==> src/rtl/tmr_cmp_pkg.sv <==
package tmr_cmp_pkg;
    localparam int OFF_W = 2;

    typedef enum logic [OFF_W-1:0] {
        REG_CTRL  = 2'd0,
        REG_DLINE = 2'd1,
        REG_DELAY = 2'd2,
        REG_RSVD  = 2'd3
    } reg_sel_e;

    localparam int CTRL_EN   = 0;
    localparam int CTRL_MASK = 1;
    localparam int CTRL_STAT = 2;
    localparam int CTRL_W    = 3;
endpackage

==> src/rtl/tmr_chan.sv <==
module tmr_chan
    import tmr_cmp_pkg::*;
#(
    parameter int CNT_W = 64,
    parameter int DLY_W = 32
) (
    input  logic              clk,
    input  logic              rst_n,
    input  logic [CNT_W-1:0]  sys_count,
    input  logic              wr_en,
    input  reg_sel_e          wr_sel,
    input  logic [CNT_W-1:0]  wdata,
    output logic              irq_o,
    output logic [CTRL_W-1:0] ctrl_rd,
    output logic [CNT_W-1:0]  dline_rd,
    output logic [DLY_W-1:0]  delay_rd
);
    typedef struct packed {
        logic             en;
        logic             mask;
        logic [CNT_W-1:0] dline;
    } chan_st_t;

    chan_st_t         st_d, st_q;
    logic [CNT_W-1:0] delay_ext;
    logic [CNT_W-1:0] remain;
    logic             cond;

    assign delay_ext = {{(CNT_W-DLY_W){wdata[DLY_W-1]}}, wdata[DLY_W-1:0]};

    always_comb begin
        st_d = st_q;
        if (wr_en) begin
            case (wr_sel)
                REG_CTRL: begin
                    st_d.en   = wdata[CTRL_EN];
                    st_d.mask = wdata[CTRL_MASK];
                end
                REG_DLINE: st_d.dline = wdata;
                REG_DELAY: st_d.dline = sys_count + delay_ext;
                default: ;
            endcase
        end
    end

    always_ff @(posedge clk) begin
        if (!rst_n) st_q <= '0;
        else        st_q <= st_d;
    end

    assign cond     = (sys_count >= st_q.dline);
    assign irq_o    = st_q.en & cond & ~st_q.mask;
    assign remain   = st_q.dline - sys_count;
    assign delay_rd = remain[DLY_W-1:0];
    assign dline_rd = st_q.dline;
    assign ctrl_rd  = {st_q.en & cond, st_q.mask, st_q.en};

    p_dline_load_r2: assert property (@(posedge clk) disable iff (!rst_n)
        (wr_en && wr_sel == REG_DLINE) |=> (dline_rd == $past(wdata)));

    p_delay_load_r6: assert property (@(posedge clk) disable iff (!rst_n)
        (wr_en && wr_sel == REG_DELAY) |=>
        (dline_rd == $past(sys_count) + $past(delay_ext)));

    p_off_quiet_r4: assert property (@(posedge clk) disable iff (!rst_n)
        (wr_en && wr_sel == REG_CTRL && !wdata[CTRL_EN]) |=> !irq_o);

    p_irq_hold_r3: assert property (@(posedge clk) disable iff (!rst_n)
        ($past(irq_o) && !$past(wr_en) && sys_count >= $past(sys_count)) |-> irq_o);
endmodule

==> src/rtl/tmr_rd_mux.sv <==
module tmr_rd_mux
    import tmr_cmp_pkg::*;
#(
    parameter int NUM_CH = 4,
    parameter int CNT_W  = 64,
    parameter int DLY_W  = 32,
    parameter int CH_W   = 2
) (
    input  logic [CH_W-1:0]               ch_idx,
    input  reg_sel_e                      sel,
    input  logic [NUM_CH-1:0][CTRL_W-1:0] ctrl_rd,
    input  logic [NUM_CH-1:0][CNT_W-1:0]  dline_rd,
    input  logic [NUM_CH-1:0][DLY_W-1:0]  delay_rd,
    output logic [CNT_W-1:0]              rdata
);
    always_comb begin
        rdata = '0;
        for (int k = 0; k < NUM_CH; k++) begin
            if (ch_idx == CH_W'(k)) begin
                case (sel)
                    REG_CTRL:  rdata = {{(CNT_W-CTRL_W){1'b0}}, ctrl_rd[k]};
                    REG_DLINE: rdata = dline_rd[k];
                    REG_DELAY: rdata = {{(CNT_W-DLY_W){1'b0}}, delay_rd[k]};
                    default:   rdata = '0;
                endcase
            end
        end
    end
endmodule

==> src/rtl/tmr_cmp_bank.sv <==
module tmr_cmp_bank
    import tmr_cmp_pkg::*;
#(
    parameter int NUM_CH = 4,
    parameter int CNT_W  = 64,
    parameter int DLY_W  = 32,
    localparam int CH_W   = (NUM_CH > 1) ? $clog2(NUM_CH) : 1,
    localparam int ADDR_W = CH_W + OFF_W
) (
    input  logic              clk,
    input  logic              rst_n,
    input  logic [CNT_W-1:0]  sys_count_i,
    input  logic              wr_en_i,
    input  logic [ADDR_W-1:0] addr_i,
    input  logic [CNT_W-1:0]  wdata_i,
    output logic [CNT_W-1:0]  rdata_o,
    output logic [NUM_CH-1:0] irq_o
);
    logic [CH_W-1:0]               ch_idx;
    reg_sel_e                      sel;
    logic [NUM_CH-1:0][CTRL_W-1:0] ctrl_rd;
    logic [NUM_CH-1:0][CNT_W-1:0]  dline_rd;
    logic [NUM_CH-1:0][DLY_W-1:0]  delay_rd;

    assign ch_idx = addr_i[ADDR_W-1:OFF_W];
    assign sel    = reg_sel_e'(addr_i[OFF_W-1:0]);

    for (genvar k = 0; k < NUM_CH; k++) begin : g_ch
        logic ch_wr;
        assign ch_wr = wr_en_i && (ch_idx == CH_W'(k));

        tmr_chan #(.CNT_W(CNT_W), .DLY_W(DLY_W)) i_chan (
            .clk       (clk),
            .rst_n     (rst_n),
            .sys_count (sys_count_i),
            .wr_en     (ch_wr),
            .wr_sel    (sel),
            .wdata     (wdata_i),
            .irq_o     (irq_o[k]),
            .ctrl_rd   (ctrl_rd[k]),
            .dline_rd  (dline_rd[k]),
            .delay_rd  (delay_rd[k])
        );

        p_stat_match_r5: assert property (@(posedge clk) disable iff (!rst_n)
            (ch_idx == CH_W'(k) && sel == REG_CTRL && !rdata_o[CTRL_MASK])
            |-> (rdata_o[CTRL_STAT] == irq_o[k]));

        p_other_ch_r8: assert property (@(posedge clk) disable iff (!rst_n)
            (wr_en_i && ch_idx != CH_W'(k)) |=> $stable(dline_rd[k]));
    end

    tmr_rd_mux #(.NUM_CH(NUM_CH), .CNT_W(CNT_W), .DLY_W(DLY_W), .CH_W(CH_W)) i_rd_mux (
        .ch_idx   (ch_idx),
        .sel      (sel),
        .ctrl_rd  (ctrl_rd),
        .dline_rd (dline_rd),
        .delay_rd (delay_rd),
        .rdata    (rdata_o)
    );
endmodule

==> config.mk <==
export PLATFORM = sky130hd
export DESIGN_NAME = tmr_cmp_bank
export DESIGN_NICKNAME = d
export VERILOG_FILES = /design/src/rtl/tmr_cmp_pkg.sv /design/src/rtl/tmr_chan.sv /design/src/rtl/tmr_rd_mux.sv /design/src/rtl/tmr_cmp_bank.sv
export SDC_FILE = /design/constraint.sdc
export NUM_CORES = 1
export LEC_CHECK = 0
export ABC_AREA = 1
export BUFFER_PORTS_ARGS = -buffer_cell sky130_fd_sc_hd__buf_4
export CORE_MARGIN = 8
export CORE_UTILIZATION = 35
export CTS_CLUSTER_DIAMETER = 200
export CTS_CLUSTER_SIZE = 12
export DETAILED_ROUTE_END_ITERATION = 8
export PLACE_DENSITY_LB_ADDON = 0.05
export SYNTH_ARGS = -nofsm -noshare
export SYNTH_HDL_FRONTEND = slang
export SYNTH_SLANG_ARGS = --single-unit
export TNS_END_PERCENT = 5
==> constraint.sdc <==
create_clock -name clk -period 3.55 [get_ports clk]
set_input_delay 0.1775 -clock clk [delete_from_list [all_inputs] [get_ports clk]]
set_output_delay 0.1775 -clock clk [all_outputs]
set_load 0.03 [all_outputs]
== Yosys cells after proc, flatten, opt, wreduce, memory -nomap -nowiden ==
Cells that the tools add are included.
Cells by class
  reduce and logical (&&, ||, !) cells: 15
  bitwise gates (word level): 12
  mux-type cells: 9
  magnitude comparators: 4
  equal/unequal tests: 5
  $add $sub $neg: 5
Operators with widths (count)
  $pmux 64 s3: 4
  $ge 64x64->1: 4
  $mux 64: 4
  $pmux 64 s2: 1
  $sub 32x32->32: 4
  $add 64x64->64: 1
  $reduce_and 2->1: 8
  $and 1x1->1: 8
  $eq 2x2->1 const B: 3
  $eq 2x1->1 const B: 2
  $logic_and 1x1->1: 4
  $logic_not 2->1: 2
  $not 1->1: 4
  $reduce_bool 2->1: 1
Storage, ports and cells
  input port bits: 135
  register bits: 264

== Longest topological paths before layout ==
Gate-level depths: netlist of the first run.
  word-level depth: 7
  mapped depth: 21
  gate-level depth less buffers: 21

== By module ==
A second synthesis of the first run with hierarchy kept.
Second synthesis, totals
  cells, all modules: 9889
  area total of the unflattened synthesis: 52012.4 µm²
By module, submodules not included
  tmr_chan (g_ch[1].i_chan ...): area each 12196.7 µm², cells each 2288, times used 2, sequential area each 1321.3 µm²
  tmr_chan (g_ch[0].i_chan): area each 12259.3 µm², cells each 2286, times used 1, sequential area each 1321.3 µm²
  tmr_chan (g_ch[3].i_chan): area each 12152.9 µm², cells each 2274, times used 1, sequential area each 1321.3 µm²
  tmr_rd_mux: area each 3176.8 µm², cells each 745, times used 1, sequential area each 0.0 µm²
  tmr_cmp_bank: area each 30.0 µm², cells each 8, times used 1, sequential area each 0.0 µm²

== Worst setup path before layout of the first run ==
No wires, ideal clock.
  path kind: flip-flop to output port
  start: reg g_ch[1].i_chan.st_q, in the netlist g_ch[1].i_chan.dline_rd[0]
  end: out rdata_o[6]
  data arrival time: 2.358 ns
  stages on the path, launching flop included: 13
  slack: 1.014 ns
  buffers on the path: 0
  data required time: 3.372 ns
  cells stage by stage: dfxtp_1 > inv_1 > ha_1 > inv_1 > fa_1 > nand2_1 > nand3_1 > nand2_1 > nand2_1 > nand2_1 > nor3b_1 > o22ai_1 > a211oi_1
On the way
  cells in the longest elaborated chain, start to end: 5
Ends and longest elaborated chain
  from (decl): RTL line tmr_chan.sv:24  | chan_st_t st_d, st_q;
  from (signal assigned): RTL line tmr_chan.sv:48  | else st_q <= st_d;
  $sub 32x32->32: RTL line tmr_chan.sv:53  | assign remain = st_q.dline - sys_count;
  $pmux 64 s3: RTL line tmr_rd_mux.sv:20  | case (sel)
  $mux 64 (3 in series): RTL line tmr_rd_mux.sv:19  | if (ch_idx == CH_W'(k)) begin
  to (decl): RTL line tmr_cmp_bank.sv:16  | output logic [CNT_W-1:0] rdata_o,
Every way passes these cells.

== Final worst setup path of the first run ==
  start: reg g_ch[2].i_chan.st_q, in the netlist g_ch[2].i_chan.dline_rd[21]
  end: out rdata_o[22]
On the way
  cells in the longest elaborated chain, start to end: 4
Ends and longest elaborated chain (RTL line)
  from (decl): tmr_chan.sv:24
  from (signal assigned): tmr_chan.sv:48
  $sub 32x32->32: tmr_chan.sv:53
  $pmux 64 s3: tmr_rd_mux.sv:20
  $mux 64 (2 in series): tmr_rd_mux.sv:19
Every way passes these cells.

==> impl_metrics.csv, run 1 <==
group,metric,value,unit
run_status,outcome,"complete, but fails checks",
run_status,violations,"setup timing",
die,die_area,103800,sq um
detailed_routing,drt-initial-drc-count,3134,
sta,slew_viol_final,0,
place,finalWeightedCongestion,1.008,
worst_setup_path,r2r_setup_slack,2550,ps
logic_synthesis,synth_top_cell_area_share,17.04,%
logic_synthesis,ys_top_cells_by_area,"ha_1, dfxtp_1, nand2_1",
hold_path,hold_class,"in -> reg",
sta,setup_viol,2,
worst_setup_path,reg2reg_depth,4,
logic_synthesis,synth.net_count,6228,
cells_and_area,nets,6493,
cells_and_area,postLayoutCoreUtil,41.04,%
clock_tree,h-tree-depth,1,
global_routing,grt_overflow,0,
worst_setup_path,required,3370,ps
logic_synthesis,ys_types,46,
cells_and_area,fillers,10580,
sta,fin_ws,-45.45,ps
place,port_buffers,202,
clock_tree,clock_path_buffers,3,
die,ios,203,
worst_setup_path,start_kind,"register",
cells_and_area,drive_gt1_share,9.739,%
flow_run,maxCapViolations,0,
detailed_routing,viasPerCell,5.424,
clock_tree,clkLatencyLatePin,610,ps
logic_synthesis,ys_seq_area_share,16.10,%
clock_tree,root_buffer,"clkbuf_16",
detailed_routing,wl_per_cell,25.65,um
worst_setup_path,path_class,"reg -> out",
detailed_routing,met1_length,74.10,mm
power_and_ir_drop,powerDensity,271.0,nW/um^2
clock_tree,cts_buffers,25,
clock_tree,path_clk_slew,70,ps
sta,period_needed,3595,ps
logic_synthesis,async_flop_share,0,%
die,rows,112,
logic_synthesis,syn_area_per_cell,5.819,sq um
sta,tns,-47.11,ps
detailed_routing,routed_wirelength,183.6,mm
sta,worst_slew_pin_slew,1016,ps
detailed_routing,drc,0,
die,die_y,322.3,um
clock_tree,cts_num_sinks,264,
logic_synthesis,synth_ff_type,"dfxtp_1",
global_routing,grt_pass1_vias,37710,
detailed_routing,top_layer,"met5",
global_routing,grt_pass1_wl,258.1,mm
detailed_routing,wl_met3,11.08,mm
sta,clock_skew,0,ps
logic_synthesis,syn-cell-area,32830,sq um
sta,hold_viol_final,0,
cells_and_area,area_growth,16.49,%
die,dieWidth,322.3,um
die,start_util,35.23,%
worst_setup_path,cp.arrival,3420,ps
detailed_routing,vias,38840,
logic_synthesis,synthCells,5641,
worst_setup_path,regToRegStartpoint,"g_ch[0].i_chan.dline_rd[25]",
detailed_routing,drt_pre_antenna_iters,6,
global_routing,grt_usage,33.82,%
power_and_ir_drop,ir_drop,0.3570,mV
worst_setup_path,cp-startpoint,"g_ch[2].i_chan.dline_rd[21]",
logic_synthesis,synth_edf_count,0,
logic_synthesis,synth_top_cell_by_area,"ha_1",
clock_tree,post_cts_buffers,0,
worst_setup_path,cp-end-kind,"output port",
clock_tree,cts_tree,"done",
die,core-area,93190,sq um
logic_synthesis,yosysWarnings,0,
sta,rsz0062_at_grt,"true",
global_routing,antenna_found_initial,5,
detailed_routing,drtAntennaViolNets,0,
detailed_routing,wl_met2,88.00,mm
worst_setup_path,crit_end,"rdata_o[22]",
sta,slew_headroom,32.27,%
place,dp_hpwl,148.4,mm
worst_setup_path,rr_endpoint,"g_ch[0].i_chan.dline_rd[25]",
global_routing,grt_max_degree,106,
sta,fmax,278.1,MHz
power_and_ir_drop,p_total,10.36,mW
sta,finalCritPeriodShare,101.3,%
logic_synthesis,synth_seq_cells,264,
worst_setup_path,cp_max_fo,6,
power_and_ir_drop,leakagePower,19.26,nW
## metal layers
metal / vias to the layer above / GRT usage (%)
met3: 353 / 3.960
li1: 18930 / -
met1: 18160 / 40.61
met2: 1397 / 59.70
met4: 2 / 16.20
met5: - / 0
## how the worst min path moves through the flow
stage                                    startpoint                     endpoint  slack [ps]  depth (start not counted)
after floorplan                          wdata_i[0]    g_ch[3].i_chan.ctrl_rd[0]         320                          2
after global placement    g_ch[2].i_chan.ctrl_rd[0]    g_ch[2].i_chan.ctrl_rd[0]         450                          2
after detailed placement  g_ch[2].i_chan.ctrl_rd[0]    g_ch[2].i_chan.ctrl_rd[0]         460                          2
after CTS                               wdata_i[26]  g_ch[2].i_chan.dline_rd[26]         0.3                          5
after global routing                    wdata_i[20]  g_ch[3].i_chan.dline_rd[20]          70                          5
final                                   wdata_i[26]  g_ch[2].i_chan.dline_rd[26]          40                          5
## layout by cell type, fill, tap and decap left out, drive strengths merged, types with 2 or more instances in the layout
master       synthesis  layout
nand4               45      45
fa                   5       5
o22ai               11      11
a22oi                4       4
nand3              502     502
dlygate4sd3          0      38
diode                0       2
nand3b              24      24
xnor2               23      23
o21ai              465     465
nor4                12      12
and3                 3       3
a31oi                3       3
nor3b                2       2
a21boi               2       2
buf                 33     371
a21o                11      11
a221oi               3       3
or2                 20      20
dfxtp              264     264
nand2             1368    1368
nor2               394     394
o211ai              74      74
a21oi              689     689
o21bai              30      30
o32ai                2       2
o21a                23      23
xor2                16      16
inv                970     969
nor3                48      48
and2                 3       3
clkbuf             138      25
a211oi               2       2
ha                 447     447
## state kept, by name, indices dropped and copies added, names as in the netlist
name,flops
g_ch.i_chan.ctrl_rd,8
g_ch.i_chan.dline_rd,256
## cells by family (layout without fill, tap and decap cells)
kind of cell,Yosys count,count (layout),share of synthesized area (%)
adder cells (fa/ha/maj),452,452,17.34
flip-flops,264,264,16.10
AND/OR/NAND/NOR,2421,2421,30.90
XOR/XNOR,39,39,1.040
buffers and inverters,1141,1404,13.14
other,0,2,0
AO/OA/AOI/OAI,1323,1323,21.45
multiplexers,1,1,0.03049
## cells in the mapped netlist, types with 20 or more instances
master	instances
or2_2	20
clkbuf_1	138
nand3b_1	24
nand4_1	45
inv_1	960
o21ai_0	457
o21bai_1	30
o211ai_1	74
xnor2_1	23
ha_1	447
o21a_1	23
nor3_1	44
dfxtp_1	264
nand2_1	1367
nor2_1	392
nand3_1	500
a21oi_1	689
## stage by stage
stage / hold WS, ps / worst slack, ps / cell area [sq um] / std cells
detailed placement: 456.1 / 111.8 / 36700 / 7095
finish: 35.91 / -45.45 / 38240 / 7160
global placement: 453.1 / 83.68 / 36700 / 7095
floorplan: 320.6 / 1014 / 32830 / 5641
global route: 66.12 / -46.89 / 38240 / 7160
CTS: 0.2843 / -41.80 / 37840 / 7158
## where the power goes
group	switching, mW	leakage [nW]	internal [mW]	total, mW
combinational	3.07	16.8	1.39	4.47
clock	1.48	0.308	1.24	2.72
sequential	0.0934	2.15	3.08	3.18
total	4.65	19.3	5.72	10.4
## cell type report
cell class	count	area [sq um]	share of cell area [%]
well taps	1254	1569	4.103
repair buffers	409	3319	8.680
multi-input cells	4236	23780	62.19
inverters	970	3649	9.541
flip-flops and latches	264	5290	13.83
clock buffers	25	625.6	1.636
diodes	2	5.005	0.01309
## timing repair
action                                  in CTS  in global routing
cloned                                       0                  0
hold endpoints to repair                   141                  0
endpoints found under the setup margin      20                 27
hold buffers                                38                  0
pin swaps                                    3                 10
resized for setup                           45                132
## worst max-delay path, cell delays in order (launching register included)
cell and delay, ps:
dfxtp_1 370, ha_2 420, nand2_1 100, nor2_1 270, nand2_1 110, inv_1 120
nand4_1 290, nand3_1 210, nor2_1 70, o21ai_2 190, nand3_1 120, a21oi_2 250
buf_4 150, buf_4 140
Power figures use the tool's default switching activity.
==> run 2: changes to the inputs <==
--- a/config.mk
+++ b/config.mk
@@ -13,6 +13,7 @@
 export CTS_CLUSTER_SIZE = 12
 export DETAILED_ROUTE_END_ITERATION = 8
 export PLACE_DENSITY_LB_ADDON = 0.05
+export RECOVER_POWER = 50
 export SYNTH_ARGS = -nofsm -noshare
 export SYNTH_HDL_FRONTEND = slang
 export SYNTH_SLANG_ARGS = --single-unit
==> impl_metrics.csv, run 2 (synthesis results as in run 1) <==
group,metric,value,unit
clock_tree,clkLatencyLatePin,610,ps
clock_tree,clock_path_buffers,3,
die,start_util,35.23,%
die,die_y,322.3,um
detailed_routing,routed_wirelength,183.6,mm
run_status,outcome,"complete, but fails checks",
global_routing,busiest_layer,"met2",
sta,period_needed,3554,ps
cells_and_area,area_growth,16.22,%
worst_setup_path,crit_slowest_cell,"ha_2",
run_status,violations,"capacitance limit, slew limit, setup timing",
worst_setup_path,critPathTopFamily,"simple AND/OR/NAND/NOR gates",
clock_tree,h-tree-depth,1,
detailed_routing,vias,38850,
detailed_routing,wl_per_cell,25.65,um
global_routing,grtUsageMet3,3.960,%
global_routing,grt_usage,33.82,%
worst_setup_path,cp_max_fo,6,
clock_tree,root_buffer,"clkbuf_16",
global_routing,grt_pass1_wl,258.1,mm
detailed_routing,viasPerCell,5.426,
global_routing,grt_pass1_vias,37710,
sta,whs,34.81,ps
power_and_ir_drop,powerDensity,271.4,nW/um^2
die,rows,112,
power_and_ir_drop,leakagePower,19.21,nW
place,dp_hpwl,148.4,mm
worst_setup_path,cp.arrival,3380,ps
sta,finalCritPeriodShare,100.1,%
sta,worst_slew_pin_slew,2128,ps
cells_and_area,final_common_cell,"nand2_1",
hold_path,hold_class,"in -> reg",
global_routing,grt_use_met2,59.70,%
worst_setup_path,crit_cells,13,
clock_tree,cts_tree,"done",
die,core-area,93190,sq um
worst_setup_path,cp.buffers_inverters,3,
clock_tree,path_clk_slew,70,ps
global_routing,antenna_found_initial,5,
die,die_area,103800,sq um
power_and_ir_drop,ir_drop,0.3569,mV
global_routing,grt_overflow,0,
power_and_ir_drop,p_total,10.36,mW
worst_setup_path,cp-end-kind,"output port",
detailed_routing,drt-initial-drc-count,3233,
cells_and_area,most-common-layout-cells,"nand2_1, inv_1, a21oi_1, nand3_1, o21ai_0",
cells_and_area,largest_register_ffs,256,
worst_setup_path,path_class,"reg -> out",
worst_setup_path,required,3370,ps
sta,setup_viol,1,
worst_setup_path,path_cells,"ha_2 -> nand2_1 -> nor2_1 -> nand2_1 -> inv_1 -> nand4_1 -> nand3_1 -> nor2_1 -> o21ai_2 -> nand3_1 -> a21oi_2 -> buf_4 -> buf_4",
place,finalWeightedCongestion,1.008,
worst_setup_path,max_stage_delay,420,ps
clock_tree,cts_num_sinks,264,
sta,clock_skew,0,ps
die,ios,203,
sta,slew_headroom,-41.88,%
sta,rsz0062_at_grt,"true",
hold_path,hold_depth,5,
cells_and_area,nets,6493,
flow_run,maxCapViolations,4,
place,port_buffers,202,
sta,fin_ws,-4.095,ps
clock_tree,cts_buffers,25,
sta,fmax,281.4,MHz
die,dieWidth,322.3,um
detailed_routing,drc,0,
global_routing,grt_use_met1,40.61,%
cells_and_area,drive_gt1_share,9.502,%
detailed_routing,drt_pre_antenna_iters,6,
detailed_routing,drtAntennaViolNets,0,
sta,hold_viol_final,0,
global_routing,grt_max_degree,106,
worst_setup_path,start_kind,"register",
sta,slew_viol_final,97,
worst_setup_path,reg2reg_depth,4,
==> run 2: stage by stage <==
step           worst slack [ps]  cell area, sq um  util [%]  cells  TNS [ps]
4_1_cts                  -41.80             37840     40.61   7158    -83.19
6_report                 -4.095             38150     40.94   7160    -4.095
2_1_floorplan              1014             32830         -   5641         0
5_1_grt                  -46.89             38150     40.94   7160    -314.3
3_3_place_gp              83.68             36700     39.38   7095         0
3_5_place_dp              111.8             36700     39.38   7095         0
==> run 2: power breakdown <==
part	leakage [nW]	internal, mW	switching, mW
clock	0.308	1.24	1.48
combinational	16.8	1.39	3.07
sequential	2.15	3.08	0.0937
==> run 2: final timing paths <==
kind,start,slack (ps),end
min reg2reg,g_ch[2].i_chan.ctrl_rd[0],470,g_ch[2].i_chan.ctrl_rd[0]
min,wdata_i[26],30,g_ch[2].i_chan.dline_rd[26]
max,g_ch[2].i_chan.dline_rd[21],-4,rdata_o[22]
max reg2reg,g_ch[0].i_chan.dline_rd[25],2520,g_ch[0].i_chan.dline_rd[25]
==> run 2: cell type report <==
cell class / instances / area [sq um]
flip-flops and latches: 264 / 5290
diodes: 2 / 5.005
inverters: 970 / 3649
repair buffers: 409 / 3259
well taps: 1254 / 1569
multi-input cells: 4236 / 23750
fillers: 10590 / 55040
clock buffers: 25 / 625.6
==> run 2: timing repair <==
item / 4_1_cts / 5_1_grt
setup buffers: 0 / 0
setup endpoints to repair: 20 / 27
hold buffers: 38 / 0
pin swaps: 3 / 10
endpoints found under the hold margin: 141 / 0
gates resized for setup: 45 / 132
==> run 2: layer usage <==
layer  part of all wire [%]  wire, um
met1                     40     74120
met2                     48     87900
met3                    6.0     11080
met4                    5.7     10510
met5                 0.0076        14
==> run 2: worst reg2reg max path, stage by stage, from the launching register on <==
cell and delay, ps:
dfxtp_1 470, inv_1 180, a21oi_1 180, nand2_1 100
inv_1 60
